### config.mk
export PLATFORM = sky130hd
export DESIGN_NAME = dma_chan_seq
export DESIGN_NICKNAME = d
export VERILOG_FILES = /design/src/rtl/dma_seq_pkg.sv /design/src/rtl/dma_mode_decode.sv /design/src/rtl/dma_cnt_step.sv /design/src/rtl/dma_phys_map.sv /design/src/rtl/dma_chan_seq.sv
export SDC_FILE = /design/constraint.sdc
export NUM_CORES = 1
export LEC_CHECK = 0
export ABC_AREA = 1
export BUFFER_PORTS_ARGS = -buffer_cell sky130_fd_sc_hd__buf_2
export CORE_UTILIZATION = 55
export DETAILED_ROUTE_END_ITERATION = 10
export GPL_TIMING_DRIVEN = 0
export MAX_ROUTING_LAYER = met4
export PLACE_DENSITY = 0.78
export SYNTH_ARGS = -nofsm -noshare
export SYNTH_HDL_FRONTEND = slang
export SYNTH_SLANG_ARGS = --single-unit
### constraint.sdc
create_clock -name clk -period 2.2 [get_ports clk]
set_clock_uncertainty 0.2 [all_clocks]
set_input_delay 0.22 -clock clk [delete_from_list [all_inputs] [get_ports clk]]
set_output_delay 0.22 -clock clk [all_outputs]
set_load 0.1 [all_outputs]
### src/rtl/dma_seq_pkg.sv
package dma_seq_pkg;

    // Transfer kind held in mode bits 7:6
    typedef enum logic [1:0] {
        KIND_DEMAND  = 2'b00,
        KIND_SINGLE  = 2'b01,
        KIND_BLOCK   = 2'b10,
        KIND_CASCADE = 2'b11
    } xfer_kind_e;

    // Direction held in mode bits 3:2
    typedef enum logic [1:0] {
        DIR_VERIFY   = 2'b00,
        DIR_TO_MEM   = 2'b01,
        DIR_FROM_MEM = 2'b10,
        DIR_RESERVED = 2'b11
    } xfer_dir_e;

    localparam int unsigned MODE_W        = 8;
    localparam int unsigned MODE_AUTO_BIT = 4;

    typedef struct packed {
        logic cascade;
        logic autoinit;
        logic to_mem;
        logic from_mem;
    } mode_flags_t;

endpackage

### src/rtl/dma_mode_decode.sv
module dma_mode_decode
    import dma_seq_pkg::*;
(
    input  logic [MODE_W-1:0] mode,
    output mode_flags_t       flags
);
    xfer_kind_e kind;
    xfer_dir_e  dir;

    always_comb begin
        kind           = xfer_kind_e'(mode[7:6]);
        dir            = xfer_dir_e'(mode[3:2]);
        flags.cascade  = (kind == KIND_CASCADE);
        flags.autoinit = mode[MODE_AUTO_BIT];
        flags.to_mem   = (dir == DIR_TO_MEM);
        flags.from_mem = (dir == DIR_FROM_MEM);
    end
endmodule

### src/rtl/dma_cnt_step.sv
module dma_cnt_step #(
    parameter int unsigned CNT_W = 16
) (
    input  logic [CNT_W-1:0] cur_addr,
    input  logic [CNT_W-1:0] cur_cnt,
    output logic [CNT_W-1:0] addr_next,
    output logic [CNT_W-1:0] cnt_next,
    output logic             cnt_last
);
    // The address wraps inside its own width; it never carries into the page.
    always_comb begin
        addr_next = cur_addr + CNT_W'(1);
        cnt_next  = cur_cnt - CNT_W'(1);
        cnt_last  = (cur_cnt == '0);
    end
endmodule

### src/rtl/dma_phys_map.sv
module dma_phys_map #(
    parameter int unsigned CNT_W     = 16,
    parameter int unsigned PAGE_W    = 8,
    parameter bit          WORD_CHAN = 1'b0
) (
    input  logic [PAGE_W-1:0]       page,
    input  logic [CNT_W-1:0]        cur_addr,
    output logic [PAGE_W+CNT_W-1:0] phys
);
    generate
        if (WORD_CHAN) begin : g_word
            // Word units: shift left by one; the low page bit is dropped.
            assign phys = {page[PAGE_W-1:1], cur_addr, 1'b0};
        end else begin : g_byte
            assign phys = {page, cur_addr};
        end
    endgenerate
endmodule

### src/rtl/dma_chan_seq.sv
module dma_chan_seq
    import dma_seq_pkg::*;
#(
    parameter int unsigned CNT_W     = 16,
    parameter int unsigned PAGE_W    = 8,
    parameter bit          WORD_CHAN = 1'b0
) (
    input  logic                    clk,
    input  logic                    rst_n,
    input  logic                    start,
    input  logic [CNT_W-1:0]        base_addr,
    input  logic [CNT_W-1:0]        base_cnt,
    input  logic [PAGE_W-1:0]       page,
    input  logic [7:0]              mode,
    input  logic                    dreq,
    input  logic                    grant,
    output logic                    hrq,
    output logic                    dack,
    output logic                    tc,
    output logic                    to_mem,
    output logic                    from_mem,
    output logic                    chan_masked,
    output logic [PAGE_W+CNT_W-1:0] phys_addr,
    output logic [CNT_W-1:0]        residue
);
    localparam int unsigned PHYS_W = PAGE_W + CNT_W;

    typedef struct packed {
        logic [CNT_W-1:0]  addr;
        logic [CNT_W-1:0]  cnt;
        logic [CNT_W-1:0]  base_addr;
        logic [CNT_W-1:0]  base_cnt;
        logic [MODE_W-1:0] mode;
        logic              mask;
    } seq_state_t;

    seq_state_t st_d, st_q;

    mode_flags_t       flags;
    logic [CNT_W-1:0]  addr_next;
    logic [CNT_W-1:0]  cnt_next;
    logic              cnt_last;
    logic [PHYS_W-1:0] phys_raw;
    logic              step;

    // Plain views of state for the bound checker
    logic              casc_w;
    logic              auto_w;
    logic [CNT_W-1:0]  cur_addr_w;
    logic [CNT_W-1:0]  cur_cnt_w;
    logic [CNT_W-1:0]  base_cnt_w;

    dma_mode_decode u_dec (
        .mode  (st_q.mode),
        .flags (flags)
    );

    dma_cnt_step #(.CNT_W(CNT_W)) u_cnt (
        .cur_addr  (st_q.addr),
        .cur_cnt   (st_q.cnt),
        .addr_next (addr_next),
        .cnt_next  (cnt_next),
        .cnt_last  (cnt_last)
    );

    dma_phys_map #(
        .CNT_W     (CNT_W),
        .PAGE_W    (PAGE_W),
        .WORD_CHAN (WORD_CHAN)
    ) u_map (
        .page     (page),
        .cur_addr (st_q.addr),
        .phys     (phys_raw)
    );

    always_comb begin
        step = !st_q.mask && !flags.cascade && dreq && grant && !start;
        st_d = st_q;
        if (start) begin
            st_d.addr      = base_addr;
            st_d.cnt       = base_cnt;
            st_d.base_addr = base_addr;
            st_d.base_cnt  = base_cnt;
            st_d.mode      = mode;
            st_d.mask      = 1'b0;
        end else if (step) begin
            if (cnt_last && flags.autoinit) begin
                st_d.addr = st_q.base_addr;
                st_d.cnt  = st_q.base_cnt;
            end else begin
                st_d.addr = addr_next;
                st_d.cnt  = cnt_next;
                st_d.mask = cnt_last;
            end
        end
    end

    always_ff @(posedge clk) begin
        if (!rst_n) begin
            st_q.addr      <= '0;
            st_q.cnt       <= '0;
            st_q.base_addr <= '0;
            st_q.base_cnt  <= '0;
            st_q.mode      <= '0;
            st_q.mask      <= 1'b1;
        end else begin
            st_q <= st_d;
        end
    end

    always_comb begin
        if (flags.cascade) begin
            hrq       = dreq;
            dack      = grant;
            phys_addr = '0;
        end else begin
            hrq       = dreq && !st_q.mask;
            dack      = step;
            phys_addr = phys_raw;
        end
        tc          = step && cnt_last;
        to_mem      = step && flags.to_mem;
        from_mem    = step && flags.from_mem;
        chan_masked = st_q.mask;
        residue     = st_q.cnt + CNT_W'(1);
        casc_w      = flags.cascade;
        auto_w      = flags.autoinit;
        cur_addr_w  = st_q.addr;
        cur_cnt_w   = st_q.cnt;
        base_cnt_w  = st_q.base_cnt;
    end

endmodule

# Yosys cells after proc, flatten, opt, wreduce, memory -nomap -nowiden
# Index checks and enable logic that the tools add are counted.
# W data, S select, Z words.
# word_totals
regBits	73
input_bits	53
wordCells	37
# classes
add_sub_neg	3
n_eq_ne	4
mux	9
reduce_logical	15
# ops
op	n
$mux W32	3
$add A16 B1 Y16 const B	2
$mux W24	1
$logic_not A16 Y1	1
$sub A16 B1 Y16 const B	1
$logic_and A1 B1 Y1	9
$mux W1	5
$eq A2 B2 Y1 const B	2
$logic_not A1 Y1	3
$eq A2 B1 Y1 const B	1
$ne A2 B2 Y1 const B	1
$reduce_and A2 Y1	1
$reduce_bool A2 Y1	1

# Logic depth before layout (Yosys ltp)
# depth
ltp_word	8
depth_mapped	11

# By module
# A second synthesis with hierarchy kept.
# unflattened
cells_unflattened	859
hier_area_um2	5112.4
# by_module_without_submodules
mod	instances	cells_each	area_each_um2
dma_chan_seq	1	671	4115.2
dma_cnt_step	1	157	787.0
dma_phys_map	1	24	180.2
dma_mode_decode	1	7	30.0

# Least setup slack after synthesis
# Ideal clock, no wire load.
# synth_timing
kind	reg2out
startpoint	register st_q (netlist bit chan_masked)
endpoint	output port from_mem
arrival_time_ns	3.081
t_required_ns	1.780
path_slack_ns	-1.301
stages_incl_launch_ff	4
path_buffers	0
path_cell_list	dfxtp_1 -> nor2_1 -> nand3_1 -> nor3_1
# synth_between
elab_chain_len	6
# synth_lines
item	line	source
from (decl)	dma_chan_seq.sv:37	seq_state_t st_d, st_q;
from (signal assigned)	dma_chan_seq.sv:107	st_q <= st_d;
$logic_not A1 Y1	dma_chan_seq.sv:77	step = !st_q.mask && !flags.cascade && dreq && grant && !start;
$logic_and A1 B1 Y1 (4 in series)	dma_chan_seq.sv:77	
$logic_and A1 B1 Y1	dma_chan_seq.sv:123	from_mem = step && flags.from_mem;
to (decl)	dma_chan_seq.sv:21	output logic from_mem,
# Every way passes these cells.

# Worst setup path in the final report
# layout_timing
startpoint	register st_q (netlist bit cur_cnt_w[2])
endpoint	output port residue[13]
# layout_between
elab_chain_len	1
# layout_lines
item	line	source
$add A16 B1 Y16	dma_chan_seq.sv:125	residue = st_q.cnt + CNT_W'(1);
to (decl)	dma_chan_seq.sv:24	output logic [CNT_W-1:0] residue
# Every way passes these cells.

==> impl_metrics.toml <==
[status]
violations = "setup timing"
outcome = "finished with violations"

[floorplan]
die_area_um2 = 8820
fp-row-count = 33
fp.dieW_um = 93.9
initial_core_util = 0.568
ios = 99
fp.dieH_um = 93.9
coreArea_um2 = 8180

[timing]
rsz0062_at_grt = "true"
final_hold_viol_count = 0
post-route-period-util = 1.08
fin_crit_ns = 2.37
setup_viol_count_final = 8
worstMarginPinSlew_ns = 0.671
fmax_ghz = 0.422
setup_ws_ns = -0.172
slew_viol_final = 0
holdWs_ns = 0.0233
relSlewSlack = 0.552
tns_ns = -0.721

[worst_hold_path]
hold_class = "in -> reg"
min_to = "st_q[4]$_SDFFE_PN0P_"
min_from = "mode[3]"
hold_depth = 3

[logic_synthesis]
synth_seq_cells = 70
seq_area_frac_synth = 0.302
synth.distinct_cells = 35
syn_inst = 699
synth_top_area_cell = "dfxtp_1"
synthTopCellsByArea = "dfxtp_1, nand2_1, a21oi_1, inv_1, nor2_1"
yosys_warnings = 0
syn-cell-area_um2 = 4640
synthesis.nets = 756
syn_area_per_cell_um2 = 6.64
synth_top_area_frac = 0.302

[grt]
globalRouteOverflowTotal = 0
grt_pass1_vias = 5072
grt_max_degree = 13
grt_pass1_wl_mm = 24.5
grt_usage = 0.374
antenna_found_initial = 0

[finish]
num-nets-final = 910
utilization = 0.805
fillerInstances = 585
areaGrowthSynthToFinish_pct = 41.6
n_antenna_cell = 0
layout-drive-gt1-share = 0.341

[worst_setup_path]
r2r-end = "cur_addr_w[4]$_SDFFE_PN0P_"
r2r_start = "cur_cnt_w[2]$_SDFFE_PN0P_"
path_max_fanout = 4
cp_slowest_cell = "dfxtp_1"
worstPathArrival_ns = 1.95
cp-start-kind = "flop"
cp_top_family = "simple AND/OR/NAND/NOR gates"
end_kind = "output pin"
rrSetupSlack_ns = 0.08
path_cells = "buf_6 -> nand3_2 -> inv_2 -> nand2_4 -> nor4_4 -> buf_6 -> nand3_1 -> nand2_1 -> nand2_1 -> buf_12"
crit_type = "reg -> out"
worstPathBufferInverterCount = 4
slowest_delay_ns = 0.33
crit_required_ns = 1.78
r2r_cells = 12
crit_path_start = "cur_cnt_w[2]$_SDFFE_PN0P_"

[pwr]
combPwrFrac = 0.365
p_sw_frac = 0.397
seq_power_share = 0.334
switching_power_mw = 1.73
peakVddDrop_mv = 0.423
powerDensity_nw_per_um2 = 662
clkPwrFrac = 0.300
intPower_mw = 2.63
p_leak_nw = 3.07
total_power_mw = 4.35

[clocking]
clk_pin_slew_ns = 0.08
clk_latency_ns = 0.35
cts_max_path_buffers = 2
cts_buffers = 9
cts-root-buf = "clkbuf_8"
cts_tree = "yes"
cts.sinks = 70
htree_num_levels = 3

[placement]
dpl.hpwl_mm = 10.7
place_congestion = 0.934
port_buffers = 93

[run]
maxCapViolCount = 0

[route]
antenna_left = 0
viasPerCell = 5.52
wl_mm = 15.9
firstDrtPassIters = 6
vias = 5318
wl_per_cell_um = 16.5
drc = 0
dr.first_iter.drc_count = 286
## worst register-to-register path: stages, from the launching register on
cell and delay, ns:
dfxtp_1 0.32, buf_6 0.12, buf_4 0.14, buf_4 0.17
nor2_2 0.14, nand2_1 0.10, nor2_4 0.13, nand3_4 0.17
buf_8 0.22, nand3_1 0.07, nand2_1 0.05, nor2_1 0.12
nor2_1 0.05
## sequential cells by signal (all words and copies together), names as in the netlist
register,flops
cur_addr_w,16
cur_cnt_w,16
chan_masked,1
base_cnt_w,16
st_q,21
## cell usage after synthesis (all sizes together)
cell / number
nand2: 198
a21oi: 94
inv: 76
nor2: 76
dfxtp: 70
nand3: 49
o21ai: 48
xor2: 22
buf: 20
clkbuf: 17
nand4: 10
nor3: 9
ha: 4
o21bai: 3
a21boi: 1
clkinv: 1
nor4: 1
## how the worst max path moves through the flow
stage | to | slack (ns) | depth (start not counted)
global placement | residue[14] | -0.30 | 7
finish | residue[13] | -0.17 | 10
detailed placement | residue[14] | -0.36 | 7
CTS | residue[14] | -0.24 | 7
floorplan | from_mem | -0.33 | 6
global route | residue[13] | -0.28 | 10
## placed cells by master, fill, tap and decap left out, types with 7 or more instances in the layout
cell and instances:
o21ai_0 39, buf_2 68, nor2_4 13, xor2_1 11
nand3_1 30, nor2_1 35, a21oi_2 15, nor2_2 28
dlygate4sd3_1 34, clkbuf_4 21, nand3_2 17, nand2_2 24
buf_6 9, a21oi_1 77, nand2_1 168, clkbuf_8 10
buf_12 10, inv_1 69, xor2_4 7, dfxtp_1 60
clkbuf_1 16, nand4_1 8, buf_4 17
## per-stage QoR
step                      instance area [um2]  setup WS (ns)  std cells
after floorplan                          4940         -0.330        699
after global placement                   5540         -0.301        897
after detailed placement                 5540         -0.364        897
after CTS                                6390         -0.235        959
after global routing                     6580         -0.275        963
final                                    6580         -0.172        963
## layout make-up
cell class | count | area [um2] | area share
Buffer | 37 | 226 | 0.0344
Clock buffer | 11 | 141 | 0.0215
Clock inverter | 5 | 106 | 0.0162
Inverter | 77 | 293 | 0.0445
Multi-Input combinational cell | 515 | 3120 | 0.474
Sequential cell | 70 | 1430 | 0.217
Tap cell | 105 | 131 | 0.0200
Timing Repair Buffer | 143 | 1130 | 0.172
## routing by layer
layer | vias to the layer above | GRT usage | wire, um
met5 | - | - | 0
li1 | 2541 | - | -
met3 | 70 | 0.0453 | 1110
met2 | 264 | 0.643 | 8100
met1 | 2443 | 0.413 | 5890
met4 | 0 | 0.227 | 828
## power by group through the flow
stage,sequential [mW],combinational [mW],clock (mW)
after floorplan,1.46,1.14,0
after global placement,1.47,1.39,0
after detailed placement,1.48,1.40,0
after CTS,1.45,1.52,1.30
after global routing,1.47,1.69,1.35
final,1.46,1.59,1.31
## timing repair
action	CTS	global route
pin swaps	10	11
endpoints found under the hold margin	47	0
setup buffers	12	4
hold buffers	34	0
resized for setup	55	48
setup endpoints to repair	32	35
## kinds of logic (layout without fill, tap and decap cells)
kind of cell / after synthesis / after routing / share of synthesized area
and+or+nand+nor: 343 / 343 / 0.362
adders and majority gates: 4 / 4 / 0.0108
buffers and inverters: 114 / 273 / 0.110
DFF: 70 / 70 / 0.302
AOI/OAI and AO/OA: 146 / 146 / 0.174
xor gates and xnor gates: 22 / 22 / 0.0415
No activity file was read; power rests on OpenSTA's default activity.
